--- src/rtl/otg_role_pkg.sv ---
package otg_role_pkg;

  localparam int CODE_W  = 3;
  localparam int STEP_W  = 3;
  localparam int STATE_W = 2;

  localparam logic [CODE_W-1:0] EV_ID_FLOAT = 3'd1;
  localparam logic [CODE_W-1:0] EV_ID_GND   = 3'd2;
  localparam logic [CODE_W-1:0] EV_VBUS_OFF = 3'd3;
  localparam logic [CODE_W-1:0] EV_VBUS_OK  = 3'd4;

  localparam logic [STATE_W-1:0] OST_A_WAIT_VRISE = 2'd0;
  localparam logic [STATE_W-1:0] OST_B_IDLE       = 2'd1;
  localparam logic [STATE_W-1:0] OST_DEV_ACTIVE   = 2'd2;

  typedef enum logic [3:0] {
    ACT_NOP,
    ACT_PHY_ON,
    ACT_PHY_OFF,
    ACT_ST_AWAIT,
    ACT_ST_BIDLE,
    ACT_VBUS_ON,
    ACT_VBUS_OFF,
    ACT_MODE_HOST,
    ACT_MODE_DEV,
    ACT_SESS_SET,
    ACT_SESS_CLR,
    ACT_CORE_HOST,
    ACT_CORE_DEV
  } act_t;

  function automatic logic code_ok(logic [CODE_W-1:0] c);
    return (c >= EV_ID_FLOAT) && (c <= EV_VBUS_OK);
  endfunction

  function automatic logic [STEP_W-1:0] list_len(logic [CODE_W-1:0] c);
    case (c)
      EV_ID_FLOAT: return 3'd4;
      EV_ID_GND:   return 3'd6;
      EV_VBUS_OFF: return 3'd3;
      EV_VBUS_OK:  return 3'd3;
      default:     return 3'd0;
    endcase
  endfunction

  // shared tail used by both the VBUS-off and the ID-float lists
  function automatic act_t voff_act(logic [STEP_W-1:0] s);
    case (s)
      3'd0:    return ACT_ST_BIDLE;
      3'd1:    return ACT_SESS_CLR;
      3'd2:    return ACT_PHY_OFF;
      default: return ACT_NOP;
    endcase
  endfunction

  function automatic act_t step_act(logic [CODE_W-1:0] c, logic [STEP_W-1:0] s);
    case (c)
      EV_ID_GND: begin
        case (s)
          3'd0:    return ACT_PHY_ON;
          3'd1:    return ACT_ST_AWAIT;
          3'd2:    return ACT_VBUS_ON;
          3'd3:    return ACT_MODE_HOST;
          3'd4:    return ACT_SESS_SET;
          3'd5:    return ACT_CORE_HOST;
          default: return ACT_NOP;
        endcase
      end
      EV_ID_FLOAT: return (s == 3'd0) ? ACT_VBUS_OFF : voff_act(s - 3'd1);
      EV_VBUS_OFF: return voff_act(s);
      EV_VBUS_OK: begin
        case (s)
          3'd0:    return ACT_PHY_ON;
          3'd1:    return ACT_MODE_DEV;
          3'd2:    return ACT_CORE_DEV;
          default: return ACT_NOP;
        endcase
      end
      default: return ACT_NOP;
    endcase
  endfunction

endpackage

--- src/rtl/otg_evt_slot.sv ---
module otg_evt_slot
  import otg_role_pkg::*;
(
  input  logic              clk,
  input  logic              rst_n,
  input  logic              evt_valid,
  input  logic [CODE_W-1:0] evt_code,
  input  logic              direct_ok,
  input  logic              pop,
  output logic              direct_go,
  output logic              slot_valid,
  output logic [CODE_W-1:0] slot_code,
  output logic              err_flag
);

  logic good_evt;
  logic bad_evt;
  logic store;

  assign good_evt  = evt_valid && code_ok(evt_code);
  assign bad_evt   = evt_valid && !code_ok(evt_code);
  assign direct_go = good_evt && direct_ok;
  assign store     = good_evt && !direct_ok;

  always_ff @(posedge clk or negedge rst_n) begin
    if (!rst_n) begin
      slot_valid <= 1'b0;
      slot_code  <= '0;
      err_flag   <= 1'b0;
    end else begin
      if (store) begin
        slot_valid <= 1'b1;
        slot_code  <= evt_code;
      end else if (pop) begin
        slot_valid <= 1'b0;
      end
      if (bad_evt) err_flag <= 1'b1;
    end
  end

  assert_bad_sets_err_R10: assert property (@(posedge clk) disable iff (!rst_n)
    bad_evt |=> err_flag);
  assert_err_sticky_R10: assert property (@(posedge clk) disable iff (!rst_n)
    err_flag |=> err_flag);
  assert_slot_holds_R9: assert property (@(posedge clk) disable iff (!rst_n)
    (slot_valid && !pop && !store) |=> (slot_valid && $stable(slot_code)));
  assert_slot_latest_R9: assert property (@(posedge clk) disable iff (!rst_n)
    store |=> (slot_valid && slot_code == $past(evt_code)));

endmodule

--- src/rtl/otg_step_seq.sv ---
module otg_step_seq
  import otg_role_pkg::*;
(
  input  logic              clk,
  input  logic              rst_n,
  input  logic              start,
  input  logic [CODE_W-1:0] start_code,
  output logic              run,
  output logic              fire,
  output act_t              act,
  output logic [CODE_W-1:0] cur_code
);

  logic [STEP_W-1:0] step;
  logic              last;

  assign fire = run;
  assign act  = step_act(cur_code, step);
  assign last = (step == list_len(cur_code) - 3'd1);

  always_ff @(posedge clk or negedge rst_n) begin
    if (!rst_n) begin
      run      <= 1'b0;
      step     <= '0;
      cur_code <= '0;
    end else if (run) begin
      if (last) begin
        run  <= 1'b0;
        step <= '0;
      end else begin
        step <= step + 3'd1;
      end
    end else if (start) begin
      run      <= 1'b1;
      step     <= '0;
      cur_code <= start_code;
    end
  end

  assert_one_step_per_clk_R8: assert property (@(posedge clk) disable iff (!rst_n)
    (run && !last) |=> (run && step == $past(step) + 3'd1));
  assert_list_ends_R8: assert property (@(posedge clk) disable iff (!rst_n)
    (run && last) |=> !run);
  assert_no_restart_R8: assert property (@(posedge clk) disable iff (!rst_n)
    run |-> !start);

endmodule

--- src/rtl/otg_out_regs.sv ---
module otg_out_regs
  import otg_role_pkg::*;
#(
  parameter bit HAS_VBUS = 1'b1
) (
  input  logic               clk,
  input  logic               rst_n,
  input  logic               fire,
  input  act_t               act,
  output logic               phy_pwr_en,
  output logic               phy_host_mode,
  output logic               vbus_en,
  output logic               session,
  output logic               core_host,
  output logic [STATE_W-1:0] otg_state
);

  always_ff @(posedge clk or negedge rst_n) begin
    if (!rst_n) begin
      phy_pwr_en    <= 1'b0;
      phy_host_mode <= 1'b1;
      session       <= 1'b0;
      core_host     <= 1'b1;
      otg_state     <= OST_A_WAIT_VRISE;
    end else if (fire) begin
      case (act)
        ACT_PHY_ON:    phy_pwr_en    <= 1'b1;
        ACT_PHY_OFF:   phy_pwr_en    <= 1'b0;
        ACT_ST_AWAIT:  otg_state     <= OST_A_WAIT_VRISE;
        ACT_ST_BIDLE:  otg_state     <= OST_B_IDLE;
        ACT_MODE_HOST: phy_host_mode <= 1'b1;
        ACT_MODE_DEV:  phy_host_mode <= 1'b0;
        ACT_SESS_SET:  session       <= 1'b1;
        ACT_SESS_CLR:  session       <= 1'b0;
        ACT_CORE_HOST: core_host     <= 1'b1;
        ACT_CORE_DEV: begin
          core_host <= 1'b0;
          otg_state <= OST_DEV_ACTIVE;
        end
        default: ;
      endcase
    end
  end

  generate
    if (HAS_VBUS) begin : g_vbus
      always_ff @(posedge clk or negedge rst_n) begin
        if (!rst_n) vbus_en <= 1'b0;
        else if (fire && act == ACT_VBUS_ON)  vbus_en <= 1'b1;
        else if (fire && act == ACT_VBUS_OFF) vbus_en <= 1'b0;
      end
    end else begin : g_no_vbus
      assign vbus_en = 1'b0;
    end
  endgenerate

endmodule

--- src/rtl/otg_role_seq.sv ---
module otg_role_seq
  import otg_role_pkg::*;
#(
  parameter bit HAS_VBUS = 1'b1
) (
  input  logic         clk,
  input  logic         rst_n,
  input  logic         evt_valid,
  input  logic [2:0]   evt_code,
  input  logic         sense_id_gnd,
  input  logic         sense_vbus,
  output logic         phy_pwr_en,
  output logic         phy_host_mode,
  output logic         vbus_en,
  output logic         session,
  output logic         core_host,
  output logic [1:0]   otg_state,
  output logic         busy,
  output logic         evt_err
);

  localparam logic [1:0] BOOT_ID   = 2'd0;
  localparam logic [1:0] BOOT_VB   = 2'd1;
  localparam logic [1:0] BOOT_DONE = 2'd2;

  logic [1:0]        boot_st;
  logic              run;
  logic              fire;
  act_t              act;
  logic [CODE_W-1:0] cur_code;
  logic              free;
  logic              idle;
  logic              boot_go;
  logic [CODE_W-1:0] boot_code;
  logic              pop;
  logic              direct_ok;
  logic              direct_go;
  logic              slot_valid;
  logic [CODE_W-1:0] slot_code;
  logic              start;
  logic [CODE_W-1:0] start_code;

  assign free      = !run;
  assign idle      = free && (boot_st == BOOT_DONE);
  assign boot_go   = free && (((boot_st == BOOT_ID) && !sense_id_gnd) ||
                              ((boot_st == BOOT_VB) && sense_vbus));
  assign boot_code = (boot_st == BOOT_ID) ? EV_ID_FLOAT : EV_VBUS_OK;
  assign pop       = idle && slot_valid;
  assign direct_ok = idle && !slot_valid;
  assign start     = boot_go || pop || direct_go;
  assign start_code = boot_go ? boot_code : (pop ? slot_code : evt_code);
  assign busy      = run || (boot_st != BOOT_DONE) || slot_valid;

  always_ff @(posedge clk or negedge rst_n) begin
    if (!rst_n) boot_st <= BOOT_ID;
    else if (free && boot_st != BOOT_DONE) boot_st <= boot_st + 2'd1;
  end

  otg_evt_slot u_slot (
    .clk(clk), .rst_n(rst_n), .evt_valid(evt_valid), .evt_code(evt_code),
    .direct_ok(direct_ok), .pop(pop), .direct_go(direct_go),
    .slot_valid(slot_valid), .slot_code(slot_code), .err_flag(evt_err)
  );

  otg_step_seq u_seq (
    .clk(clk), .rst_n(rst_n), .start(start), .start_code(start_code),
    .run(run), .fire(fire), .act(act), .cur_code(cur_code)
  );

  otg_out_regs #(.HAS_VBUS(HAS_VBUS)) u_out (
    .clk(clk), .rst_n(rst_n), .fire(fire), .act(act),
    .phy_pwr_en(phy_pwr_en), .phy_host_mode(phy_host_mode), .vbus_en(vbus_en),
    .session(session), .core_host(core_host), .otg_state(otg_state)
  );

  // session is only ever set after PHY power and cleared before it drops
  assert_session_needs_phy_R2: assert property (@(posedge clk) disable iff (!rst_n)
    session |-> phy_pwr_en);
  assert_vbus_rise_in_await_R2: assert property (@(posedge clk) disable iff (!rst_n)
    $rose(vbus_en) |-> (phy_pwr_en && otg_state == OST_A_WAIT_VRISE));
  assert_vbus_ok_keeps_supply_R5: assert property (@(posedge clk) disable iff (!rst_n)
    (run && cur_code == EV_VBUS_OK) |=> ($stable(vbus_en) && $stable(session)));
  assert_no_supply_R7: assert property (@(posedge clk) disable iff (!rst_n)
    (!HAS_VBUS) |-> !vbus_en);
  assert_busy_while_pending_R9: assert property (@(posedge clk) disable iff (!rst_n)
    (slot_valid || run) |-> busy);

endmodule

--- config.mk ---
export PLATFORM = sky130hd
export DESIGN_NAME = otg_role_seq
export DESIGN_NICKNAME = d
export VERILOG_FILES = /design/src/rtl/otg_role_pkg.sv /design/src/rtl/otg_evt_slot.sv /design/src/rtl/otg_step_seq.sv /design/src/rtl/otg_out_regs.sv /design/src/rtl/otg_role_seq.sv
export SDC_FILE = /design/constraint.sdc
export NUM_CORES = 1
export LEC_CHECK = 0
export CAP_MARGIN = 10
export CORE_ASPECT_RATIO = 1.4
export CORE_MARGIN = 4
export CORE_UTILIZATION = 35
export DETAILED_ROUTE_END_ITERATION = 6
export SETUP_SLACK_MARGIN = 0.5
export SKIP_LAST_GASP = 1
export SYNTH_ARGS = -nofsm -noshare
export SYNTH_HDL_FRONTEND = slang
export SYNTH_SLANG_ARGS = --single-unit
--- constraint.sdc ---
create_clock -name clk -period 2.6 [get_ports clk]
set_input_delay 0.52 -clock clk [delete_from_list [all_inputs] [get_ports clk]]
set_output_delay 0.52 -clock clk [all_outputs]
set_load 0.005 [all_outputs]
==> impl_metrics.tcl <==
set metrics [dict create \
    outcome "complete, no violations" \
    final_common_cell "dfrtp_1" \
    crit_path_start_kind "register" \
    fmax_mhz 465 \
    path_clk_slew_ns 0.08 \
    cap_violations 0 \
    postPlaceCellArea_mm2 0.00164 \
    synth_edf_count 0 \
    ir_worst_vdd_uv 578 \
    yosys-top-cells-area "dfrtp_1, ha_1, mux2_2" \
    synth-compound-area-share_pct 19.2 \
    wl_per_cell_um 14.1 \
    ios 17 \
    slew_headroom_pct 69.2 \
    net-switching-power_w 0.000951 \
    num_vias 1212 \
    grt_pass1_vias 1240 \
    drive_gt1_share_pct 34.6 \
    cts-root-buf "clkbuf_8" \
    netlist.area_leader.share_pct 33.0 \
    dr.pass1.iters 4 \
    pwr-share-comb_pct 62.1 \
    synthCells 150 \
    setup_violations 0 \
    required_ns 2.72 \
    synth_top_family_by_area "simple AND/OR/NAND/NOR gates" \
    avgSynthCellArea_um2 9.61 \
    rows 27 \
    synthFlopType "dfrtp_1" \
    cts_sinks 21 \
    hp-start "u_slot.err_flag" \
    power_frac_seq_pct 28.6 \
    r2r_cells 8 \
    ys_ff_latch 21 \
    drc_errors 0 \
    crit_path_end "u_out.otg_state[0]" \
    gr-usage-all-layers_pct 12.6 \
    fin_area_mm2 0.00195 \
    grt_max_degree 22 \
    initial_core_util_pct 36.5 \
    reg2reg_from "u_seq.step[0]" \
    intPower_w 0.00133 \
    gp_congestion 0.797 \
    yosys.area_share.xor_xnor_pct 1.22 \
    seq_area_frac_synth_pct 36.6 \
    synthAdderAreaFrac_pct 9.38 \
    numCtsBuffers 3 \
    async_flop_share_pct 100 \
    hpwl_um 2250 \
    syn_to_final_growth_pct 35.2 \
    grt_pass1_wl_um 5520 \
    antenna_found_initial 0 \
    drt_first_iter_violations 13 \
    grt_overflow 0 \
    critPathLaunch "u_seq.step[0]" \
    yosys.area.top_type "dfrtp_1" \
    clock_skew_ns 0.00186 \
    ys_warn_count 0 \
    clock_latency_ns 0.25 \
    rrSetupSlack_ns 0.45 \
    critPathMaxFanout 5 \
    ys_types 52 \
    clockBufferDepth 2 \
    period_needed_ns 2.15 \
    hold_ws_ns 0.480 \
    grt_setup_unrepaired "yes" \
    coreArea_mm2 0.00395 \
    hold_class "register to register" \
    end_kind "register" \
    io_buffers 16 \
    cts_tree "yes" \
    slew_violations 0 \
    nets 201 \
    finalPower_w 0.00228 \
    p_per_area_mw_per_mm2 1170 \
    synth_nets 168 \
    die_w_um 62.2 \
    post-route-period-util_pct 82.8 \
    synth_area_mm2 0.00144 \
    critPathArrivalTime_ns 2.28 \
    die_h_um 83.9 \
    die_area_mm2 0.00522 \
    synth-simple-area-share_pct 22.7 \
    tightest_slew_ns 0.461 \
    synth_mux_area_share_pct 5.30 \
    finalHoldViolations 0 \
    final_cell_mix "dfrtp_1, buf_4, clkdlybuf4s50_1" \
    wl_um 3170 \
    antennaDiodeCount 0 \
    path_class "register to register" \
    p_sw_share_pct 41.7 \
    vias_per_cell 5.39 \
    leakagePower_nw 0.796 \
    final_antenna_net_count 0 \
    reg2reg_to "u_out.otg_state[0]" \
    cts.htree.levels 1 \
    clock_power_share_pct 9.3 \
    setup-tns-final_ns 0 \
]
area by class of cell:
type / count / area, um^2
timing repair buffer: 31 / 279
fill: 372 / 2000
sequential: 21 / 532
inverter: 11 / 48.8
clock buffer: 4 / 45.0
multi-input combinational: 115 / 990
tap: 43 / 53.8
how the worst min path moves through the flow:
stage | end | slack, ns | depth (start not counted)
5_1_grt | u_slot.err_flag | 0.50 | 1
2_1_floorplan | boot_st[0] | 0.22 | 0
4_1_cts | u_slot.err_flag | 0.48 | 1
3_3_place_gp | u_slot.err_flag | 0.45 | 1
6_report | u_slot.err_flag | 0.48 | 1
3_5_place_dp | u_slot.err_flag | 0.45 | 1
synth_stat cells, drive strengths merged (2+ instances only):
library cell,number
inv,11
a22oi,3
o21ai,6
clkbuf,2
mux2,5
nand2,11
dfstp,2
and3,2
nor3b,4
or2,3
ha,10
and2b,2
a21oi,10
a211o,2
dfrtp,19
xnor2,2
nor2,13
o211ai,2
o21a,2
nor2b,4
nor3,6
o41ai,2
nand2b,2
a221o,2
mux2i,2
or3,2
flip-flops by register name, summed over array words and instances (netlist names):
signal / flops
u_seq.cur_code: 3
u_out.otg_state: 2
u_out.session: 1
u_slot.slot_valid: 1
u_seq.fire: 1
u_slot.err_flag: 1
u_out.phy_pwr_en: 1
u_out.vbus_en: 1
u_out.phy_host_mode: 1
boot_st: 2
u_out.core_host: 1
u_seq.step: 3
u_slot.slot_code: 3
metrics by stage:
stage | instances | setup slack [ns] | utilization [%]
after floorplan | 150 | 0.507 | -
after global placement | 209 | 0.182 | 41.5
after detailed placement | 209 | 0.124 | 41.5
after CTS | 223 | 0.481 | 46.6
after global routing | 225 | 0.358 | 49.3
final | 225 | 0.448 | 49.3
routing by layer:
metal	track usage (%)	share of wire (%)	wire length (um)
met4	3.94	1.6	51
met3	1.75	2.2	69
met5	0	0	0
met2	23.9	55	1750
met1	14.0	41	1300
power groups by stage:
stage                     Sequential (W)  Clock [W]  Combinational (W)
after floorplan                 0.000572          0           0.000824
after global placement          0.000638          0            0.00101
after detailed placement        0.000640          0            0.00103
after CTS                       0.000639   0.000219            0.00125
after global routing            0.000679   0.000232            0.00158
final                           0.000653   0.000212            0.00142
critical path, stage by stage (launching register included):
cell	delay [ns]
dfrtp_2	0.45
buf_4	0.15
ha_4	0.16
or2_1	0.24
and3_4	0.19
a211o_4	0.29
nor3b_4	0.26
mux2_4	0.20
a22oi_2	0.07
kinds of logic (layout without fill, tap and decap cells):
group,Yosys count,after routing
AND/OR/NAND/NOR,56,56
AO/OA/AOI/OAI,39,39
flip-flops,21,21
buffers and inverters,14,46
adder cells (fa/ha/maj),11,11
multiplexers,7,7
XOR/XNOR,2,2
what timing repair did:
| action | in CTS | in global routing |
|---|---|---|
| pin swaps | 6 | 12 |
| buffers inserted | 10 | 2 |
| hold buffers | 0 | 0 |
| gates resized for setup | 24 | 21 |
| endpoints found under the setup margin | 11 | 11 |
Note: power is estimated with default switching activity, not from simulation.
